==> src/rtl/dlt_pkg.sv <==
package dlt_pkg;

  typedef enum logic [1:0] {
    ACT_NONE = 2'b00,
    ACT_SET  = 2'b01,
    ACT_CLR  = 2'b10,
    ACT_RSVD = 2'b11
  } act_e;

  typedef enum logic [1:0] {
    ST_IDLE,
    ST_ARMING,
    ST_ACTIVE,
    ST_DISARM
  } st_e;

  typedef struct packed {
    logic set;
    logic clr;
  } req_t;

  // reserved code behaves like ignore
  function automatic req_t decode_act(input logic [1:0] code);
    req_t r;
    r.set = (code == ACT_SET);
    r.clr = (code == ACT_CLR);
    return r;
  endfunction

endpackage

==> src/rtl/dlt_rst_sync.sv <==
module dlt_rst_sync (
  input  logic clk,
  input  logic rst_n,
  output logic rst_core_n
);

  logic [1:0] sync_q;

  always_ff @(posedge clk or negedge rst_n) begin
    if (!rst_n) begin
      sync_q <= 2'b00;
    end else begin
      sync_q <= {sync_q[0], 1'b1};
    end
  end

  assign rst_core_n = sync_q[1];

endmodule

==> src/rtl/dlt_compare.sv <==
module dlt_compare #(
  parameter int DW  = 12,
  parameter int NCH = 2
) (
  input  logic                     clk,
  input  logic                     rst_n,
  input  logic                     valid,
  input  logic                     flush,
  input  logic [DW-1:0]            sample,
  input  logic [NCH-1:0][DW-1:0]   levels,
  output logic [NCH-1:0]           rise,
  output logic [NCH-1:0]           fall
);

  logic [NCH-1:0] cmp_now;
  logic [NCH-1:0] cmp_q;
  logic [NCH-1:0] cmp_nxt;
  logic           primed_q;
  logic           primed_nxt;
  logic           cmp_en;
  logic           edge_ok;

  for (genvar ch = 0; ch < NCH; ch++) begin : g_cmp
    assign cmp_now[ch] = $signed(sample) > $signed(levels[ch]);
    assign rise[ch]    = edge_ok &  cmp_now[ch] & ~cmp_q[ch];
    assign fall[ch]    = edge_ok & ~cmp_now[ch] &  cmp_q[ch];
  end

  assign edge_ok = valid & primed_q & ~flush;
  assign cmp_en  = valid & ~flush;

  always_comb begin
    cmp_nxt    = cmp_q;
    primed_nxt = primed_q;
    if (flush) begin
      primed_nxt = 1'b0;
    end else if (cmp_en) begin
      cmp_nxt    = cmp_now;
      primed_nxt = 1'b1;
    end
  end

  always_ff @(posedge clk or negedge rst_n) begin
    if (!rst_n) begin
      cmp_q    <= '0;
      primed_q <= 1'b0;
    end else begin
      cmp_q    <= cmp_nxt;
      primed_q <= primed_nxt;
    end
  end

endmodule

==> src/rtl/dlt_action_merge.sv <==
module dlt_action_merge
  import dlt_pkg::*;
#(
  parameter int NCH = 2
) (
  input  logic [NCH-1:0]       rise,
  input  logic [NCH-1:0]       fall,
  input  logic [NCH-1:0][1:0]  act_rise,
  input  logic [NCH-1:0][1:0]  act_fall,
  output req_t                 req
);

  // higher channel index overrides lower when it asks for something
  always_comb begin
    req_t r;
    req = '0;
    for (int ch = 0; ch < NCH; ch++) begin
      r = '0;
      if (rise[ch]) begin
        r = decode_act(act_rise[ch]);
      end else if (fall[ch]) begin
        r = decode_act(act_fall[ch]);
      end
      if (r.set || r.clr) begin
        req = r;
      end
    end
  end

endmodule

==> src/rtl/dlt_qualify_fsm.sv <==
module dlt_qualify_fsm
  import dlt_pkg::*;
#(
  parameter int QW = 8
) (
  input  logic          clk,
  input  logic          rst_n,
  input  logic          valid,
  input  logic          flush,
  input  req_t          req,
  input  logic [QW-1:0] set_hold,
  input  logic [QW-1:0] clr_hold,
  output logic          trig_state,
  output logic          trig_pulse
);

  st_e           st_q, st_nxt;
  logic [QW-1:0] cnt_q, cnt_nxt;
  logic          pulse_q, pulse_nxt;
  logic [QW:0]   cnt_inc;
  logic [QW:0]   set_lim;
  logic [QW:0]   clr_lim;

  assign cnt_inc = {1'b0, cnt_q} + 1'b1;
  assign set_lim = {1'b0, set_hold};
  assign clr_lim = {1'b0, clr_hold};

  always_comb begin
    st_nxt    = st_q;
    cnt_nxt   = cnt_q;
    pulse_nxt = 1'b0;
    if (flush) begin
      st_nxt  = ST_IDLE;
      cnt_nxt = '0;
    end else if (valid) begin
      unique case (st_q)
        ST_IDLE: begin
          if (req.set) begin
            cnt_nxt = '0;
            if (set_hold == '0) begin
              st_nxt    = ST_ACTIVE;
              pulse_nxt = 1'b1;
            end else begin
              st_nxt = ST_ARMING;
            end
          end
        end
        ST_ARMING: begin
          if (req.clr) begin
            st_nxt  = ST_IDLE;
            cnt_nxt = '0;
          end else if (cnt_inc == set_lim) begin
            st_nxt    = ST_ACTIVE;
            cnt_nxt   = '0;
            pulse_nxt = 1'b1;
          end else begin
            cnt_nxt = cnt_inc[QW-1:0];
          end
        end
        ST_ACTIVE: begin
          if (req.clr) begin
            cnt_nxt = '0;
            st_nxt  = (clr_hold == '0) ? ST_IDLE : ST_DISARM;
          end
        end
        ST_DISARM: begin
          if (req.set) begin
            st_nxt  = ST_ACTIVE;
            cnt_nxt = '0;
          end else if (cnt_inc == clr_lim) begin
            st_nxt  = ST_IDLE;
            cnt_nxt = '0;
          end else begin
            cnt_nxt = cnt_inc[QW-1:0];
          end
        end
        default: begin
          st_nxt  = ST_IDLE;
          cnt_nxt = '0;
        end
      endcase
    end
  end

  always_ff @(posedge clk or negedge rst_n) begin
    if (!rst_n) begin
      st_q    <= ST_IDLE;
      cnt_q   <= '0;
      pulse_q <= 1'b0;
    end else begin
      st_q    <= st_nxt;
      cnt_q   <= cnt_nxt;
      pulse_q <= pulse_nxt;
    end
  end

  assign trig_state = (st_q == ST_ACTIVE) || (st_q == ST_DISARM);
  assign trig_pulse = pulse_q;

endmodule

==> src/rtl/dlt_trigger.sv <==
module dlt_trigger
  import dlt_pkg::*;
#(
  parameter int DW = 12,
  parameter int QW = 8
) (
  input  logic                 clk,
  input  logic                 rst_n,
  input  logic                 smp_valid,
  input  logic [DW-1:0]        smp_data,
  input  logic [DW-1:0]        lvl_lo,
  input  logic [DW-1:0]        lvl_hi,
  input  logic [1:0][1:0]      act_rise,
  input  logic [1:0][1:0]      act_fall,
  input  logic [QW-1:0]        set_hold,
  input  logic [QW-1:0]        clr_hold,
  output logic                 trig_pulse,
  output logic                 trig_state,
  output logic                 cfg_err
);

  localparam int NCH = 2;

  logic                  rst_core_n;
  logic                  single_mode;
  logic [NCH-1:0][DW-1:0] lvls;
  logic [NCH-1:0]        rise;
  logic [NCH-1:0]        fall;
  req_t                  req;

  dlt_rst_sync i_rst_sync (
    .clk        (clk),
    .rst_n      (rst_n),
    .rst_core_n (rst_core_n)
  );

  assign single_mode = (act_rise[1] == ACT_NONE) && (act_fall[1] == ACT_NONE)
                       && (lvl_hi == '0);
  assign cfg_err     = !single_mode && ($signed(lvl_lo) >= $signed(lvl_hi));
  assign lvls        = {lvl_hi, lvl_lo};

  dlt_compare #(.DW(DW), .NCH(NCH)) i_compare (
    .clk    (clk),
    .rst_n  (rst_core_n),
    .valid  (smp_valid),
    .flush  (cfg_err),
    .sample (smp_data),
    .levels (lvls),
    .rise   (rise),
    .fall   (fall)
  );

  dlt_action_merge #(.NCH(NCH)) i_merge (
    .rise     (rise),
    .fall     (fall),
    .act_rise (act_rise),
    .act_fall (act_fall),
    .req      (req)
  );

  dlt_qualify_fsm #(.QW(QW)) i_fsm (
    .clk        (clk),
    .rst_n      (rst_core_n),
    .valid      (smp_valid),
    .flush      (cfg_err),
    .req        (req),
    .set_hold   (set_hold),
    .clr_hold   (clr_hold),
    .trig_state (trig_state),
    .trig_pulse (trig_pulse)
  );

endmodule

==> config.mk <==
export PLATFORM = sky130hd
export DESIGN_NAME = dlt_trigger
export DESIGN_NICKNAME = d
export VERILOG_FILES = /design/src/rtl/dlt_pkg.sv /design/src/rtl/dlt_rst_sync.sv /design/src/rtl/dlt_compare.sv /design/src/rtl/dlt_action_merge.sv /design/src/rtl/dlt_qualify_fsm.sv /design/src/rtl/dlt_trigger.sv
export SDC_FILE = /design/constraint.sdc
export NUM_CORES = 1
export LEC_CHECK = 0
export BUFFER_PORTS_ARGS = -buffer_cell sky130_fd_sc_hd__buf_2
export CAP_MARGIN = 25
export CORE_MARGIN = 5
export CORE_UTILIZATION = 54
export DETAILED_ROUTE_END_ITERATION = 6
export PLACE_DENSITY = 0.82
export SLEW_MARGIN = 20
export SYNTH_ARGS = -nofsm -noshare
export SYNTH_HDL_FRONTEND = slang
export SYNTH_HIERARCHICAL = 1
export SYNTH_SLANG_ARGS = --single-unit
==> constraint.sdc <==
create_clock -name clk -period 1.7 [get_ports clk]
set_clock_uncertainty 0.1 [all_clocks]
set_input_delay 0.085 -clock clk [delete_from_list [all_inputs] [get_ports clk]]
set_output_delay 0.085 -clock clk [all_outputs]
set_load 0.05 [all_outputs]
# --- Word level (Yosys, flattened, before mapping) ---
# Cells that the tools add are included.
# W data, S select, Z words.
word_totals:
  elab_cells: 96
  latch_bits: 0
  reg_bits: 16
  output_inout_bits: 3
  mem_bits_ro: 0
  mem_bits_rw: 0
  memories: 0
op_classes:
  shift: 0
  multipliers: 0
  magnitude_cmp: 3
  reduce_logical: 18
  n_div: 0
  addsub: 1
  n_mux: 35
  n_eq_ne: 17
  bitwise_logic: 16
ops:
  columns: ["operator", "n"]
  rows:
  - ["$mux W8", 8]
  - ["$mux W2", 16]
  - ["$pmux W8 S4", 1]
  - ["$gt A12 B12 Y1", 2]
  - ["$eq A9 B8 Y1", 2]
  - ["$logic_not A8 Y1", 2]
  - ["$eq A2 B2 Y1 const B", 6]
  - ["$ge A12 B12 Y1", 1]
  - ["$logic_not A12 Y1", 1]
  - ["$and A1 B1 Y1", 11]
  - ["$eq A2 B1 Y1 const B", 5]
  - ["$add A8 B1 Y9 const B", 1]
  - ["$mux W1", 8]
  - ["$ne A4 B2 Y1 const B", 2]
  - ["$pmux W2 S4", 1]
  - ["$logic_not A2 Y1", 3]
  - ["$ne A3 B2 Y1 const B", 2]
  - ["$not A1 Y1", 5]
  - ["$reduce_and A5 Y1", 1]
  - ["$reduce_bool A2 Y1", 2]
  - ["$logic_and A1 B1 Y1", 3]
  - ["$logic_or A1 B1 Y1", 3]
  - ["$reduce_and A3 Y1", 1]
  - ["$pmux W1 S2", 1]
  - ["2 further kinds", 2]

# --- Depth between registers and ports, before layout ---
# Gate-level depths: netlist (run 1).
logic_depth:
  depth_word: 18
  mapped_depth: 19
  depth_no_buf: 19

# --- By module ---
# Netlist (run 1), hierarchy kept.
modules_own_cells:
  columns: ["mod", "n_inst", "seq_area_each_um2", "area_per_inst_um2", "cells_per_inst"]
  rows:
  - ["dlt_qualify_fsm", 1, 275.3, 1184.9, 132]
  - ["dlt_compare", 1, 75.1, 765.7, 102]
  - ["dlt_trigger", 1, 0.0, 345.3, 47]
  - ["dlt_action_merge", 1, 0.0, 90.1, 14]
  - ["dlt_rst_sync", 1, 50.0, 53.8, 3]

# --- Worst setup path after synthesis (run 1) ---
# Ideal clock, no wire load.
synth_path:
  kind: "input-to-reg"
  from: "input lvl_hi[2]"
  to: "register i_fsm.st_q[0]"
  setup_slack_ps: -2376
  required_time_ps: 1409
  t_arrival_ps: 3784
  setup_ps: 191
  cell_stages: 19
  path_buffers: 0
  cell_sequence: "inv_1 -> ha_1 -> and4b_1 -> a211oi_1 -> nor3_1 -> o41ai_2 -> a21oi_1 -> nor2b_1 -> and2_1 -> and3_1 -> and4bb_2 -> a31oi_1 -> o21ai_0 -> mux2i_1 -> nand2_1 -> a21oi_1 -> a311oi_1 -> o21ai_0 -> a31oi_1"
synth_rtl:
  columns: ["element", "line_no", "rtl"]
  rows:
  - ["from (decl)", "dlt_trigger.sv:12", "input logic [DW-1:0] lvl_hi,"]
  - ["to (signal assigned)", "dlt_qualify_fsm.sv:91", "st_q <= st_nxt;"]
  - ["to (decl)", "dlt_qualify_fsm.sv:17", "st_e st_q, st_nxt;"]

==> impl_metrics.tcl, run 1 <==
set metrics [dict create \
    cap_violations 0 \
    synth-simple-area-share 0.246 \
    syn_inst 298 \
    fmax_mhz 278 \
    post_drt_wl_per_cell_um 18.6 \
    synth_top_cell_by_area "ha_1" \
    crit_type "in2reg" \
    finalPower_mw 1.85 \
    setup_ws_ns -1.90 \
    p_per_area_nw_per_um2 497 \
    detailed_place_hpwl_um 6570 \
    final_cell_mix "buf_4 (79), buf_2 (58), inv_1 (37), ha_1 (34), nand2_1 (22)" \
    final_common_cell "buf_4" \
    fin_crit_sh 2.12 \
    hold_path.class "in2async" \
    antenna_found_initial 0 \
    peakVddDrop_mv 0.819 \
    synthesis.area_um2 2440 \
    synth-xor-area-share 0.0795 \
    dieHeight_um 77.2 \
    ys_async_sr_fraction 1.00 \
    drt-pass1-iter-count 5 \
    die-area_um2 5960 \
    cp.arrival_ns 3.64 \
    min_period_ns 3.60 \
    p_leak_nw 1.87 \
    worstPathMaxFanout 6 \
    path_cells "buf_8, ha_4, a21o_1, a211oi_2, nor3_2, o41ai_2, a21oi_4, nor2b_2, nand2_2, nor3_4, nor4bb_2, a31oi_1, o21ai_2, or4_4, a21o_4, o311ai_2" \
    setup_viol 15 \
    finalHoldViolations 0 \
    cts_tree "done" \
    syn_area_per_cell_um2 8.19 \
    synth_area_leaders "ha_1 (19%), dfrtp_1 (16%), inv_1 (6.3%)" \
    ios 66 \
    grt_pass1_wl_um 14000 \
    final_layout_size_suffix_gt1_frac 0.456 \
    tightest_slew_ns 0.609 \
    grt_max_degree 15 \
    endpoint_kind "register" \
    layout.nets 538 \
    slowest_delay_ns 0.50 \
    synth_edf_count 0 \
    rows 24 \
    wl_met3_um 612 \
    die-width_um 77.2 \
    synthMuxAreaShare 0.00410 \
    synthFlopType "dfrtp_1" \
    clk_pin_slew_worst_paths_ns 0.06 \
    clock_latency_ns 0.25 \
    top_layer "met4" \
    rsz0062_at_grt "yes" \
    clock_sinks 16 \
    via_per_inst 6.28 \
    ys_warn_count 6 \
    crit_required_ns 1.74 \
    vias 3065 \
    synthAdderAreaFrac 0.190 \
    synth_compound_area_frac 0.223 \
    slew_headroom 0.594 \
    drtIter0Drc 161 \
    final_core_util 0.853 \
    numCtsBuffers 3 \
    cp-start-kind "input pin" \
    status "finished with violations" \
    seq_area_frac_synth 0.164 \
    violations "setup timing" \
    syn-num-nets 398 \
    drv_slew 0 \
    met1Wirelength_um 3580 \
    syn2layout_area_growth_pct 52.2 \
    drcViolationCount 0 \
    dr_wl_met2_um 4520 \
    slowest_stage "or4_4" \
    postRouteAntennaNets 0 \
    synthDominantCellAreaShare 0.190 \
    pre_cts_ws_ns -1.85 \
    cts_buffer_depth 2 \
    grt_overflow 0 \
    start_util 0.560 \
    grt_pass1_vias 3075 \
    port_buffers 65 \
    place.gp.congestion 0.933 \
    antenna_cells 0 \
    synth_cell_types 67 \
    cts-root-buf "clkbuf_8" \
    cts.htree.levels 1 \
    synth_seq_cells 16 \
    synth_top_family_by_area "simple AND/OR/NAND/NOR gates" \
    grt_usage 0.285 \
    design.core.area_um2 4350 \
    wirelength_um 9090 \
]
what timing repair did:
item | 4_1_cts | 5_1_grt
hold endpoints to repair | 2 | 0
hold buffers | 1 | 0
buffers inserted | 8 | 5
endpoints found under the setup margin | 14 | 15
pin swaps | 17 | 21
gates resized for setup | 33 | 22
cells in the mapped netlist (3+ instances only):
cell type	n
inv_1	41
ha_1	37
nand2_1	24
dfrtp_1	16
a21oi_1	12
nand3_1	11
xor2_1	11
nand4_1	9
o21ai_0	9
nor2_1	8
nor4_1	8
nor3_1	7
xnor2_1	6
a211oi_1	5
a31oi_1	5
and3_1	5
buf_2	4
nand2b_1	4
nor2b_1	4
o311ai_2	4
a21o_1	3
a22o_1	3
a311oi_1	3
buf_4	3
o22ai_1	3
or3_1	3
cells by family after synthesis:
kind of cell,count (synthesis)
AOI/OAI and AO/OA,69
xor gates and xnor gates,19
adders and majority gates,37
buffers and inverters,52
DFF,16
muxes,1
other,1
and+or+nand+nor,103
power breakdown:
part / total (mW) / switching (mW) / leakage (nW) / internal [mW]
clock network: 0.277 / 0.120 / 0.0216 / 0.157
registers: 0.477 / 0.0557 / 0.211 / 0.422
logic: 1.09 / 0.570 / 1.64 / 0.522
metal layers:
layer,vias up,global-route usage
met5,-,0
met4,0,0.105
met3,38,0.0351
met2,172,0.535
met1,1464,0.323
li1,1391,-
final timing paths:
check | start | endpoint | slack (ns) | cells past startpoint
min in group clk | smp_valid | i_compare/primed_q | 0.21 | 4
worst min register to register | i_rst_sync/sync_q[1] | i_fsm/cnt_q[1] | 0.14 | 0
worst max register to register | i_fsm/cnt_q[0] | i_fsm/cnt_q[2] | -1.27 | 9
max in group asynchronous | i_rst_sync/sync_q[1] | i_fsm/st_q[0] | 0.96 | 0
worst min-delay path | rst_n | i_rst_sync/sync_q[0] | 0.05 | 2
worst max-delay path | lvl_lo[2] | i_fsm/cnt_q[6] | -1.90 | 16
registers in the layout, summed over array words and instances, names as in the netlist:
name and count:
i_fsm/cnt_q 8, i_compare/cmp_q 2, i_fsm/st_q 2, i_rst_sync/sync_q 2, i_compare/primed_q 1, i_fsm/trig_pulse 1
layout make-up:
type                       instances  area, um2
multi-input combinational        230       2050
timing repair buffer             146        991
fill                             230        642
sequential                        16        400
inverter                          41        164
tap                               52       65.1
clock buffer                       3       41.3
metrics by stage:
stage | cells | TNS (ns) | area (um2) | hold slack (ns)
after global placement | 478 | -18.41 | 3400 | -0.230
after global routing | 488 | -22.05 | 3710 | 0.0572
after floorplan | 298 | -17.56 | 2520 | -0.311
after CTS | 489 | -16.91 | 3640 | 0.0355
after detailed placement | 478 | -19.90 | 3400 | -0.229
final | 488 | -20.59 | 3710 | 0.0497
worst max-delay path: cells and delay by family:
kind,cells,cell delay [ns]
adder cells (fa/ha/maj),1,0.24
buffers and inverters,1,0.10
AND/OR/NAND/NOR,6,1.29
AO/OA/AOI/OAI,8,1.93
No activity file was read; power rests on OpenSTA's default activity.
==> inputs of run 2 (changes only) <==
- CORE_UTILIZATION: 54 -> 40
- PLACE_DENSITY: 0.82 -> unset
==> impl_metrics.tcl, run 2 (same netlist as run 1, synthesis figures left out) <==
set metrics [dict create \
    cap_violations 0 \
    fmax_mhz 311 \
    setup_viol 14 \
    drtIter0Drc 89 \
    die-area_um2 7760 \
    violations "setup timing" \
    switching_share 0.386 \
    grt_pass1_vias 2688 \
    drcViolationCount 0 \
    detailed_place_hpwl_um 6340 \
    status "finished with violations" \
    path_buf_inv 3 \
    finalHoldViolations 0 \
    global_route.usage.met1 0.251 \
    grt_overflow 0 \
    p_int_mw 1.10 \
    cts.htree.levels 1 \
    endpoint_kind "register" \
    port_buffers 65 \
    min_period_ns 3.21 \
    die-width_um 88.1 \
    drt-pass1-iter-count 4 \
    cts_buffer_depth 2 \
    largest_reg_flops 8 \
    busiest_layer "met2" \
    slew_headroom 0.614 \
    num-fill-cells 532 \
    layout.nets 540 \
    cp.arrival_ns 3.25 \
    slowest_stage "o41ai_2" \
    final_layout_size_suffix_gt1_frac 0.452 \
    dieHeight_um 88.1 \
    place.gp.congestion 0.828 \
    slowest_delay_ns 0.31 \
    path_delay_family "compound AO/OA/AOI/OAI gates" \
    pre_cts_ws_ns -1.86 \
    setup_ws_ns -1.51 \
    final_cell_mix "buf_4 (80), buf_2 (60), inv_1 (37), ha_1 (34), nand2_1 (22)" \
    cp-start-kind "input pin" \
    start_util 0.412 \
    regMostFlops "i_fsm/cnt_q" \
    seq_power_share 0.263 \
    drv_slew 0 \
    clk_pin_slew_worst_paths_ns 0.06 \
    cts_tree "done" \
    holdWs_ns 0.0435 \
    vias 2743 \
    netSwitchingPower_mw 0.692 \
    grt_pass1_wl_um 12000 \
    fin_crit_sh 1.89 \
    wirelength_um 7590 \
    p_per_area_nw_per_um2 481 \
    startpoint "lvl_hi[2]" \
    r2r-start "i_fsm/cnt_q[0]" \
    cts-root-buf "clkbuf_8" \
    path_cells "buf_8, inv_4, ha_4, and4b_1, a211oi_4, nor3_2, o41ai_2, a21oi_4, nor2b_2, and2_4, and3_4, nor4bb_4, a31oi_4, a21o_1, nor2_2, buf_4, a311oi_1, a311oi_1, nor3_1, a22o_1" \
    crit_path_frequent_cell "a311oi_1" \
    peakVddDrop_mv 0.566 \
    postRouteAntennaNets 0 \
    crit_required_ns 1.74 \
    tightest_slew_ns 0.578 \
    design.core.area_um2 5920 \
    rsz0062_at_grt "yes" \
    grt_max_degree 15 \
    crit_type "in2reg" \
    hold_path.class "in2async" \
    comb_power_share 0.580 \
    antenna_found_initial 0 \
    rows 28 \
    numCtsBuffers 3 \
    met2_usage 0.353 \
    p_leak_nw 1.88 \
    final_common_cell "buf_4" \
    clock_latency_ns 0.25 \
    grt_usage 0.193 \
    power.clock.fraction 0.157 \
    syn2layout_area_growth_pct 52.8 \
    via_per_inst 5.35 \
    worstPathMaxFanout 3 \
    post_drt_wl_per_cell_um 14.8 \
    finalPower_mw 1.79 \
    use_met3 0.0151 \
    antenna_cells 0 \
    ios 66 \
    clock_sinks 16 \
]
## run 2: cell types whose count changed in the layout (fill, tap and decap cells not counted), moves of 2 or more
| cell | previous run | this run |
|---|---|---|
| a211oi_2 | 3 | 1 |
| buf_2 | 58 | 60 |
| nand3_1 | 9 | 11 |
| nand3_2 | 3 | 1 |
## run 2: power groups by stage
stage	clock network, mW	registers (mW)	logic, mW
after floorplan	0	0.456	0.510
after global placement	0	0.469	0.916
after detailed placement	0	0.469	0.931
after CTS	0.293	0.465	0.979
after global routing	0.303	0.475	1.13
final	0.282	0.471	1.04
## run 2: layout make-up
class	instances	area, um2	share of cell area
well taps	75	93.8	0.0252
clock buffers	3	41.3	0.0111
repair buffers	148	993	0.266
inverters	41	161	0.0433
multi-input cells	230	2040	0.547
flip-flops and latches	16	400	0.107
## run 2: path summary, 6_finish.rpt
kind / endpoint / slack (ns) / depth (start not counted)
max reg2reg: i_fsm/cnt_q[2] / -0.97 / 9
min: i_rst_sync/sync_q[1] / 0.04 / 2
max in group asynchronous: i_fsm/cnt_q[5] / 0.99 / 0
min reg2reg: i_compare/primed_q / 0.14 / 0
max: i_fsm/st_q[1] / -1.51 / 20
min in group clk: i_compare/primed_q / 0.17 / 4
## run 2: per-stage QoR
step,setup TNS (ns),cells,area [um2],util
after global placement,-19.11,505,3450,0.583
after global routing,-18.21,513,3730,0.630
after detailed placement,-19.97,505,3450,0.583
after floorplan,-17.56,298,2520,-
after CTS,-16.53,514,3600,0.608
final,-16.00,513,3730,0.630
## run 2: timing repair
action,CTS,global route
resized for setup,14,31
setup buffers,5,3
endpoints found under the setup margin,14,15
endpoints found under the hold margin,2,0
hold buffers,1,0
pin swaps,25,22
## run 2: per-layer routing
metal / part of all wire / vias up
met5: 0 / -
met4: 0.0058 / 0
met3: 0.045 / 5
met2: 0.50 / 66
met1: 0.45 / 1279
li1: - / 1393
